<file path="config.mk">
export PLATFORM = sky130hd
export DESIGN_NAME = fault_supervisor
export DESIGN_NICKNAME = d
export VERILOG_FILES = /design/src/rtl/fsv_pkg.sv /design/src/rtl/fsv_debounce.sv /design/src/rtl/fsv_timer_bank.sv /design/src/rtl/fsv_ctrl.sv /design/src/rtl/fault_supervisor.sv
export SDC_FILE = /design/constraint.sdc
export NUM_CORES = 1
export LEC_CHECK = 0
export BUFFER_PORTS_ARGS = -buffer_cell sky130_fd_sc_hd__buf_2
export CORE_MARGIN = 2
export CORE_UTILIZATION = 40
export DETAILED_ROUTE_END_ITERATION = 8
export SYNTH_ARGS = -nofsm -noshare
export SYNTH_HDL_FRONTEND = slang
export SYNTH_SLANG_ARGS = --single-unit
</file>
<file path="constraint.sdc">
create_clock -name clk -period 2.7 [get_ports clk]
set_input_delay 0.27 -clock clk [delete_from_list [all_inputs] [get_ports clk]]
set_output_delay 0.27 -clock clk [all_outputs]
set_load 0.01 [all_outputs]
</file>
<file path="src/rtl/fsv_pkg.sv">
package fsv_pkg;

  localparam int unsigned NUM_FAULT = 5;

  // Bit positions in the condition and hit vectors
  localparam int unsigned IDX_SCP      = 0;
  localparam int unsigned IDX_OLP      = 1;
  localparam int unsigned IDX_OTP_FAST = 2;
  localparam int unsigned IDX_OTP_SLOW = 3;
  localparam int unsigned IDX_OVP      = 4;

  typedef enum logic [1:0] {
    ST_LOCK  = 2'd0,
    ST_RUN   = 2'd1,
    ST_HOLD  = 2'd2,
    ST_LATCH = 2'd3
  } supState_t;

  // Member order matches the bit positions above (first member is the MSB)
  typedef struct packed {
    logic ovp;
    logic otpSlow;
    logic otpFast;
    logic olp;
    logic scp;
  } faultHit_t;

  typedef struct packed {
    logic armTimers;
  } timerCtl_t;

endpackage

</file>
<file path="src/rtl/fsv_debounce.sv">
module fsv_debounce #(
  parameter int unsigned DELAY = 4
) (
  input  logic clk,
  input  logic rstN,
  input  logic arm,
  input  logic cond,
  output logic hit
);
  localparam int unsigned CW = $clog2(DELAY + 1);
  localparam logic [CW-1:0] LAST = CW'(DELAY - 1);

  logic [CW-1:0] cnt;

  assign hit = arm && cond && (cnt == LAST);

  always_ff @(posedge clk) begin
    if (!rstN) begin
      cnt <= '0;
    end else if (!arm || !cond) begin
      cnt <= '0;
    end else if (!hit) begin
      cnt <= cnt + 1'b1;
    end
  end
endmodule

</file>
<file path="src/rtl/fsv_timer_bank.sv">
module fsv_timer_bank
  import fsv_pkg::*;
#(
  parameter int unsigned DLY_OVP      = 125,
  parameter int unsigned DLY_OTP_SLOW = 20000,
  parameter int unsigned DLY_OTP_FAST = 130,
  parameter int unsigned DLY_OLP      = 56000,
  parameter int unsigned DLY_SCP      = 150
) (
  input  logic                 clk,
  input  logic                 rstN,
  input  timerCtl_t            ctl,
  input  logic [NUM_FAULT-1:0] condVec,
  output faultHit_t            hits
);
  localparam int unsigned DLY_TAB [NUM_FAULT] =
    '{DLY_SCP, DLY_OLP, DLY_OTP_FAST, DLY_OTP_SLOW, DLY_OVP};

  logic [NUM_FAULT-1:0] hitVec;

  for (genvar g = 0; g < NUM_FAULT; g++) begin : g_tmr
    fsv_debounce #(.DELAY(DLY_TAB[g])) deb_i (
      .clk (clk),
      .rstN(rstN),
      .arm (ctl.armTimers),
      .cond(condVec[g]),
      .hit (hitVec[g])
    );
  end

  assign hits = faultHit_t'(hitVec);
endmodule

</file>
<file path="src/rtl/fsv_ctrl.sv">
module fsv_ctrl
  import fsv_pkg::*;
(
  input  logic      clk,
  input  logic      rstN,
  input  logic      vddAboveOn,
  input  logic      vddBelowOff,
  input  logic      vddBelowRst,
  input  logic      restartMode,
  input  faultHit_t hits,
  output timerCtl_t ctl,
  output supState_t state
);
  supState_t nextState;
  logic      latchHit;
  logic      holdHit;

  assign latchHit = hits.otpSlow || hits.otpFast || (hits.olp && !restartMode);
  assign holdHit  = hits.ovp || hits.scp || (hits.olp && restartMode);

  assign ctl.armTimers = (state == ST_RUN);

  always_comb begin
    nextState = state;
    unique case (state)
      ST_LOCK:  if (vddAboveOn) nextState = ST_RUN;
      ST_RUN: begin
        if (vddBelowOff)   nextState = ST_LOCK;
        else if (latchHit) nextState = ST_LATCH;
        else if (holdHit)  nextState = ST_HOLD;
      end
      ST_HOLD:  if (vddBelowOff) nextState = ST_LOCK;
      ST_LATCH: if (vddBelowRst) nextState = ST_LOCK;
      default:  nextState = ST_LOCK;
    endcase
  end

  always_ff @(posedge clk) begin
    if (!rstN) state <= ST_LOCK;
    else       state <= nextState;
  end
endmodule

</file>
<file path="src/rtl/fault_supervisor.sv">
module fault_supervisor
  import fsv_pkg::*;
#(
  parameter int unsigned DLY_OVP      = 125,
  parameter int unsigned DLY_OTP_SLOW = 20000,
  parameter int unsigned DLY_OTP_FAST = 130,
  parameter int unsigned DLY_OLP      = 56000,
  parameter int unsigned DLY_SCP      = 150
) (
  input  logic clk,
  input  logic rstN,
  input  logic vddAboveOn,
  input  logic vddBelowOff,
  input  logic vddBelowRst,
  input  logic vddOver,
  input  logic tempWarn,
  input  logic tempCrit,
  input  logic fbOpen,
  input  logic senseLow,
  input  logic restartMode,
  output logic pwmEn,
  output logic startEn,
  output logic faultLatched
);
  timerCtl_t            ctl;
  faultHit_t            hits;
  supState_t            state;
  logic [NUM_FAULT-1:0] condVec;

  always_comb begin
    condVec               = '0;
    condVec[IDX_OVP]      = vddOver;
    condVec[IDX_OTP_SLOW] = tempWarn;
    condVec[IDX_OTP_FAST] = tempCrit;
    condVec[IDX_OLP]      = fbOpen;
    condVec[IDX_SCP]      = senseLow;
  end

  fsv_timer_bank #(
    .DLY_OVP     (DLY_OVP),
    .DLY_OTP_SLOW(DLY_OTP_SLOW),
    .DLY_OTP_FAST(DLY_OTP_FAST),
    .DLY_OLP     (DLY_OLP),
    .DLY_SCP     (DLY_SCP)
  ) bank_i (
    .clk    (clk),
    .rstN   (rstN),
    .ctl    (ctl),
    .condVec(condVec),
    .hits   (hits)
  );

  fsv_ctrl ctrl_i (
    .clk        (clk),
    .rstN       (rstN),
    .vddAboveOn (vddAboveOn),
    .vddBelowOff(vddBelowOff),
    .vddBelowRst(vddBelowRst),
    .restartMode(restartMode),
    .hits       (hits),
    .ctl        (ctl),
    .state      (state)
  );

  assign pwmEn        = (state == ST_RUN);
  assign startEn      = (state == ST_LOCK);
  assign faultLatched = (state == ST_LATCH);
endmodule

</file>
==> impl_metrics.prom <==
# TYPE chip_impl_metric gauge
chip_impl_metric{name="highest_clock_frequency_the_design_can_meet",unit="MHz"} 532
chip_impl_metric{name="fraction_of_final_layout_cells_sized_beyond_drive_strength_1",unit="%"} 9.42
chip_impl_metric{name="routed_via_count_divided_by_cell_count",unit=""} 5.33
chip_impl_metric{name="min_period_over_period",unit="%"} 69.6
chip_impl_metric{name="num_rows",unit=""} 30
chip_impl_metric{name="max_cap_violations",unit=""} 0
chip_impl_metric{name="worst_pin_slew",unit="ns"} 0.501
chip_impl_metric{name="cell_internal_power_dissipation",unit="mW"} 1.05
chip_impl_metric{name="synthesis.nets",unit=""} 335
chip_impl_metric{name="synth.cell_area",unit="mm²"} 0.00275
chip_impl_metric{name="syn_area_per_cell",unit="µm²"} 8.70
chip_impl_metric{name="synth-edff-count",unit=""} 0
chip_impl_metric{name="post_cts_resize_count",unit=""} 0
chip_impl_metric{name="hold_depth",unit=""} 2
chip_impl_metric{name="area.growth.synth_to_final",unit="%"} 7.60
chip_impl_metric{name="clock_tree.htree_level_count",unit=""} 2
chip_impl_metric{name="detailedRoute.firstPassIterationCount",unit=""} 4
chip_impl_metric{name="clk_pin_slew",unit="ns"} 0.09
chip_impl_info{name="cts_root_buffer",value="sky130_fd_sc_hd__clkbuf_8"} 1
chip_impl_metric{name="hold_viol",unit=""} 0
chip_impl_metric{name="crit_path_max_fanout",unit=""} 10
chip_impl_metric{name="postLayoutCoreUtil",unit="%"} 44.0
chip_impl_info{name="outcome",value="complete, no violations"} 1
chip_impl_metric{name="grt_first_pass_wirelength",unit="mm"} 9.18
chip_impl_info{name="yosys_most_used_dff",value="sky130_fd_sc_hd__dfxtp_1"} 1
chip_impl_metric{name="synth.distinct_cells",unit=""} 46
chip_impl_metric{name="finClkSkew",unit="ns"} 0.00371
chip_impl_metric{name="setup_total_negative_slack",unit="ns"} 0
chip_impl_metric{name="ant_nets",unit=""} 0
chip_impl_metric{name="setup_slack",unit="ns"} 0.820
chip_impl_info{name="most-common-layout-cells",value="sky130_fd_sc_hd__dfxtp_1, sky130_fd_sc_hd__nor2_1, sky130_fd_sc_hd__nand2_1"} 1
chip_impl_metric{name="routed-via-count",unit=""} 2178
chip_impl_metric{name="finalHoldWorstSlack",unit="ns"} 0.223
chip_impl_metric{name="hpwlAfterDp",unit="mm"} 3.80
chip_impl_metric{name="power.share.clock",unit="%"} 31.5
chip_impl_metric{name="initial_core_util",unit="%"} 40.9
chip_impl_metric{name="final.fill_count",unit=""} 684
chip_impl_metric{name="p_leak",unit="nW"} 1.09
chip_impl_info{name="grt_setup_unrepaired",value="false"} 1
chip_impl_metric{name="floorplan.die.width",unit="µm"} 86.9
chip_impl_metric{name="first_iter_violations",unit=""} 71
chip_impl_metric{name="pwr-share-comb",unit="%"} 6.8
chip_impl_metric{name="routed_wl",unit="mm"} 5.29
chip_impl_metric{name="io_pins",unit=""} 14
chip_impl_metric{name="p_per_area",unit="mW/mm²"} 467
chip_impl_metric{name="final_period_minus_worst_setup_slack",unit="ns"} 1.88
chip_impl_metric{name="number_of_clock_sinks",unit=""} 56
chip_impl_metric{name="drt-wirelength-per-cell",unit="µm"} 12.9
chip_impl_metric{name="synth-seq-area-share",unit="%"} 40.8
chip_impl_metric{name="synth_async_sr_flop_share",unit="%"} 0
chip_impl_metric{name="numCtsBuffers",unit=""} 5
chip_impl_metric{name="final_max_slew_viol_count",unit=""} 0
chip_impl_metric{name="netSwitchingFraction",unit="%"} 24.0
chip_impl_metric{name="seqCellArea",unit="mm²"} 0.00112
chip_impl_metric{name="yosys.area_share.adder",unit="%"} 3.64
chip_impl_metric{name="antenna_found_initial",unit=""} 0
chip_impl_metric{name="ys_warn_count",unit=""} 0
chip_impl_metric{name="cts.repair_timing.setup_buffer_count",unit=""} 0
chip_impl_metric{name="synth_simple_gate_area_share",unit="%"} 31.9
chip_impl_metric{name="first_global_vias",unit=""} 2064
chip_impl_info{name="cts_tree",value="yes"} 1
chip_impl_metric{name="grt-ovfl-total",unit=""} 0
chip_impl_metric{name="crit_required",unit="ns"} 2.94
chip_impl_metric{name="drcViolationCount",unit=""} 0
chip_impl_metric{name="netSwitchingPower",unit="mW"} 0.331
chip_impl_metric{name="power.sequential.fraction",unit="%"} 61.7
chip_impl_metric{name="worstSkewPairLatency",unit="ns"} 0.30
chip_impl_metric{name="chipHeight",unit="µm"} 86.9
chip_impl_metric{name="postSynthCellCount",unit=""} 316
chip_impl_metric{name="track_usage",unit="%"} 15.1
chip_impl_metric{name="core_area",unit="mm²"} 0.00672
chip_impl_info{name="critical_path.cell_chain",value="nand4b_2 -> or4_4 -> nor4b_2 -> a211oi_1 -> o221ai_2"} 1
chip_impl_metric{name="portBuffers",unit=""} 13
chip_impl_metric{name="worst_ir_drop_vdd",unit="mV"} 0.165
chip_impl_metric{name="normalized_max_slew_margin",unit="%"} 66.5
chip_impl_metric{name="post-layout-total-power",unit="mW"} 1.38
chip_impl_info{name="timing.critical_path.max_delay_family",value="simple AND/OR/NAND/NOR gates"} 1
chip_impl_metric{name="critical_path_cell_count",unit=""} 5
chip_impl_info{name="synth_top_family_by_area",value="simple AND/OR/NAND/NOR gates"} 1
chip_impl_metric{name="data_arrival_time_of_the_critical_path",unit="ns"} 2.12
chip_impl_metric{name="holdBufCountCts",unit=""} 0
chip_impl_metric{name="fp.dieArea",unit="mm²"} 0.00755
chip_impl_metric{name="yosysTopAreaCellShare",unit="%"} 40.8
chip_impl_metric{name="final-setup-viol-count",unit=""} 0
chip_impl_metric{name="antenna_diode_count",unit=""} 0
chip_impl_metric{name="synth_compound_area_share",unit="%"} 9.33
chip_impl_info{name="min_delay_path_class",value="in -> reg"} 1
chip_impl_info{name="setup.worst_path.end_class",value="flop"} 1
chip_impl_metric{name="cp_slowest_stage_delay",unit="ns"} 0.58
chip_impl_info{name="crit_type",value="reg -> reg"} 1
chip_impl_metric{name="bufs_on_longest_clock_path",unit=""} 2
chip_impl_info{name="layout.cells.most_common",value="sky130_fd_sc_hd__dfxtp_1"} 1
chip_impl_metric{name="post_synth_xor_area_fraction",unit="%"} 9.87
chip_impl_metric{name="total_area_of_multi_input_combinational_cells",unit="mm²"} 0.00157
chip_impl_metric{name="detailedPlace.worstSlack",unit="ns"} 0.845
chip_impl_metric{name="r2r_cells",unit=""} 5
chip_impl_metric{name="place.gp.congestion",unit=""} 0.769
chip_impl_info{name="setup.worst_path.start_class",value="flop"} 1
chip_impl_info{name="synth.largest_area_cell",value="sky130_fd_sc_hd__dfxtp_1"} 1
chip_impl_metric{name="synth_seq_cells",unit=""} 56
chip_impl_metric{name="critical_path.n_buffers_inverters",unit=""} 0
chip_impl_info{name="cp_slowest_cell",value="sky130_fd_sc_hd__or4_4"} 1
chip_impl_info{name="synth_top_cells_by_area",value="sky130_fd_sc_hd__dfxtp_1, sky130_fd_sc_hd__nor2_1, sky130_fd_sc_hd__xor2_1, sky130_fd_sc_hd__nand2_1, sky130_fd_sc_hd__xnor2_1"} 1
chip_impl_metric{name="grt_max_degree",unit=""} 16
chip_impl_metric{name="fin_nets",unit=""} 348
chip_impl_metric{name="synth.area.mux_share",unit="%"} 2.27
## metal layers
| metal | routed length, µm | track usage, % | up-vias | part of all wire (%) |
|---|---|---|---|---|
| met1 | 2620 | 19.0 | 993 | 49 |
| met5 | 0 | 0 | - | 0 |
| met2 | 2470 | 25.1 | 25 | 47 |
| met4 | 66 | 6.11 | 0 | 1.2 |
| li1 | - | - | 1153 | - |
| met3 | 138 | 3.32 | 7 | 2.6 |
## cells in the mapped netlist (2+ instances only)
master,count
sky130_fd_sc_hd__or3b_1,2
sky130_fd_sc_hd__a21oi_1,8
sky130_fd_sc_hd__nor2_1,52
sky130_fd_sc_hd__inv_1,7
sky130_fd_sc_hd__nand3_1,18
sky130_fd_sc_hd__o311a_1,2
sky130_fd_sc_hd__mux2i_1,4
sky130_fd_sc_hd__xor2_1,19
sky130_fd_sc_hd__a41o_1,4
sky130_fd_sc_hd__nor3_1,5
sky130_fd_sc_hd__nor4_1,4
sky130_fd_sc_hd__ha_1,8
sky130_fd_sc_hd__xnor2_1,12
sky130_fd_sc_hd__or3_1,5
sky130_fd_sc_hd__a211oi_1,4
sky130_fd_sc_hd__nor4bb_1,2
sky130_fd_sc_hd__and2_1,5
sky130_fd_sc_hd__mux2_2,2
sky130_fd_sc_hd__and3_1,8
sky130_fd_sc_hd__nand2b_1,2
sky130_fd_sc_hd__nor2b_1,2
sky130_fd_sc_hd__clkbuf_1,6
sky130_fd_sc_hd__nand2_1,30
sky130_fd_sc_hd__nand4b_1,2
sky130_fd_sc_hd__a31oi_1,6
sky130_fd_sc_hd__o21ai_0,8
sky130_fd_sc_hd__dfxtp_1,56
sky130_fd_sc_hd__nand4_1,12
sky130_fd_sc_hd__and4_1,3
sky130_fd_sc_hd__and3b_1,2
## cell families (layout without fill, tap and decap cells)
group,count (synthesis),after routing
simple gates,164,164
xor+xnor,31,31
fa+ha+maj,8,8
compound gates,37,37
buf+inv,14,27
flops,56,56
mux,6,6
## worst reg2reg max path: cells and delay by family (launching register included)
| kind | cells | cell delay (ns) |
|---|---|---|
| simple gates | 3 | 1.01 |
| flops | 1 | 0.54 |
| compound gates | 2 | 0.27 |
## sequential cells by signal, indices dropped and copies added (netlist names)
name                    cells
bank_i.g_tmr.deb_i.cnt     54
ctrl_i.state                2
## final timing paths
check                                                               start                                   endpoint  slack (ns)
worst max register to register               ctrl_i.state[0]$_SDFFE_PN0P_               ctrl_i.state[0]$_SDFFE_PN0P_        0.82
worst max-delay path                         ctrl_i.state[0]$_SDFFE_PN0P_               ctrl_i.state[0]$_SDFFE_PN0P_        0.82
worst min register to register  bank_i.g_tmr[0].deb_i.cnt[7]$_SDFFE_PP0N_  bank_i.g_tmr[0].deb_i.cnt[7]$_SDFFE_PP0N_        0.49
worst min-delay path                                                 rstN               ctrl_i.state[1]$_SDFFE_PN0P_        0.22
## per-stage QoR
stage / cells / instance area [µm²]
CTS: 409 / 2960
floorplan: 316 / 2750
detailed placement: 402 / 2880
finish: 409 / 2960
global route: 409 / 2960
global placement: 402 / 2880
## power groups by stage
stage	Clock (mW)	Sequential, mW	Combinational (mW)
finish	0.436	0.852	0.0934
global placement	0	0.870	0.0954
detailed placement	0	0.871	0.0955
CTS	0.462	0.852	0.0959
floorplan	0	0.862	0.0758
global route	0.491	0.855	0.106
## cell type report
class                      count  area share (%)
clock buffer                   6            2.45
clock inverter                 1           0.169
inverter                       7           0.888
multi-input combinational    246            53.0
sequential                    56            37.9
tap                           80            3.38
timing repair buffer          13            2.20
(Power assumes the default switching activity.)
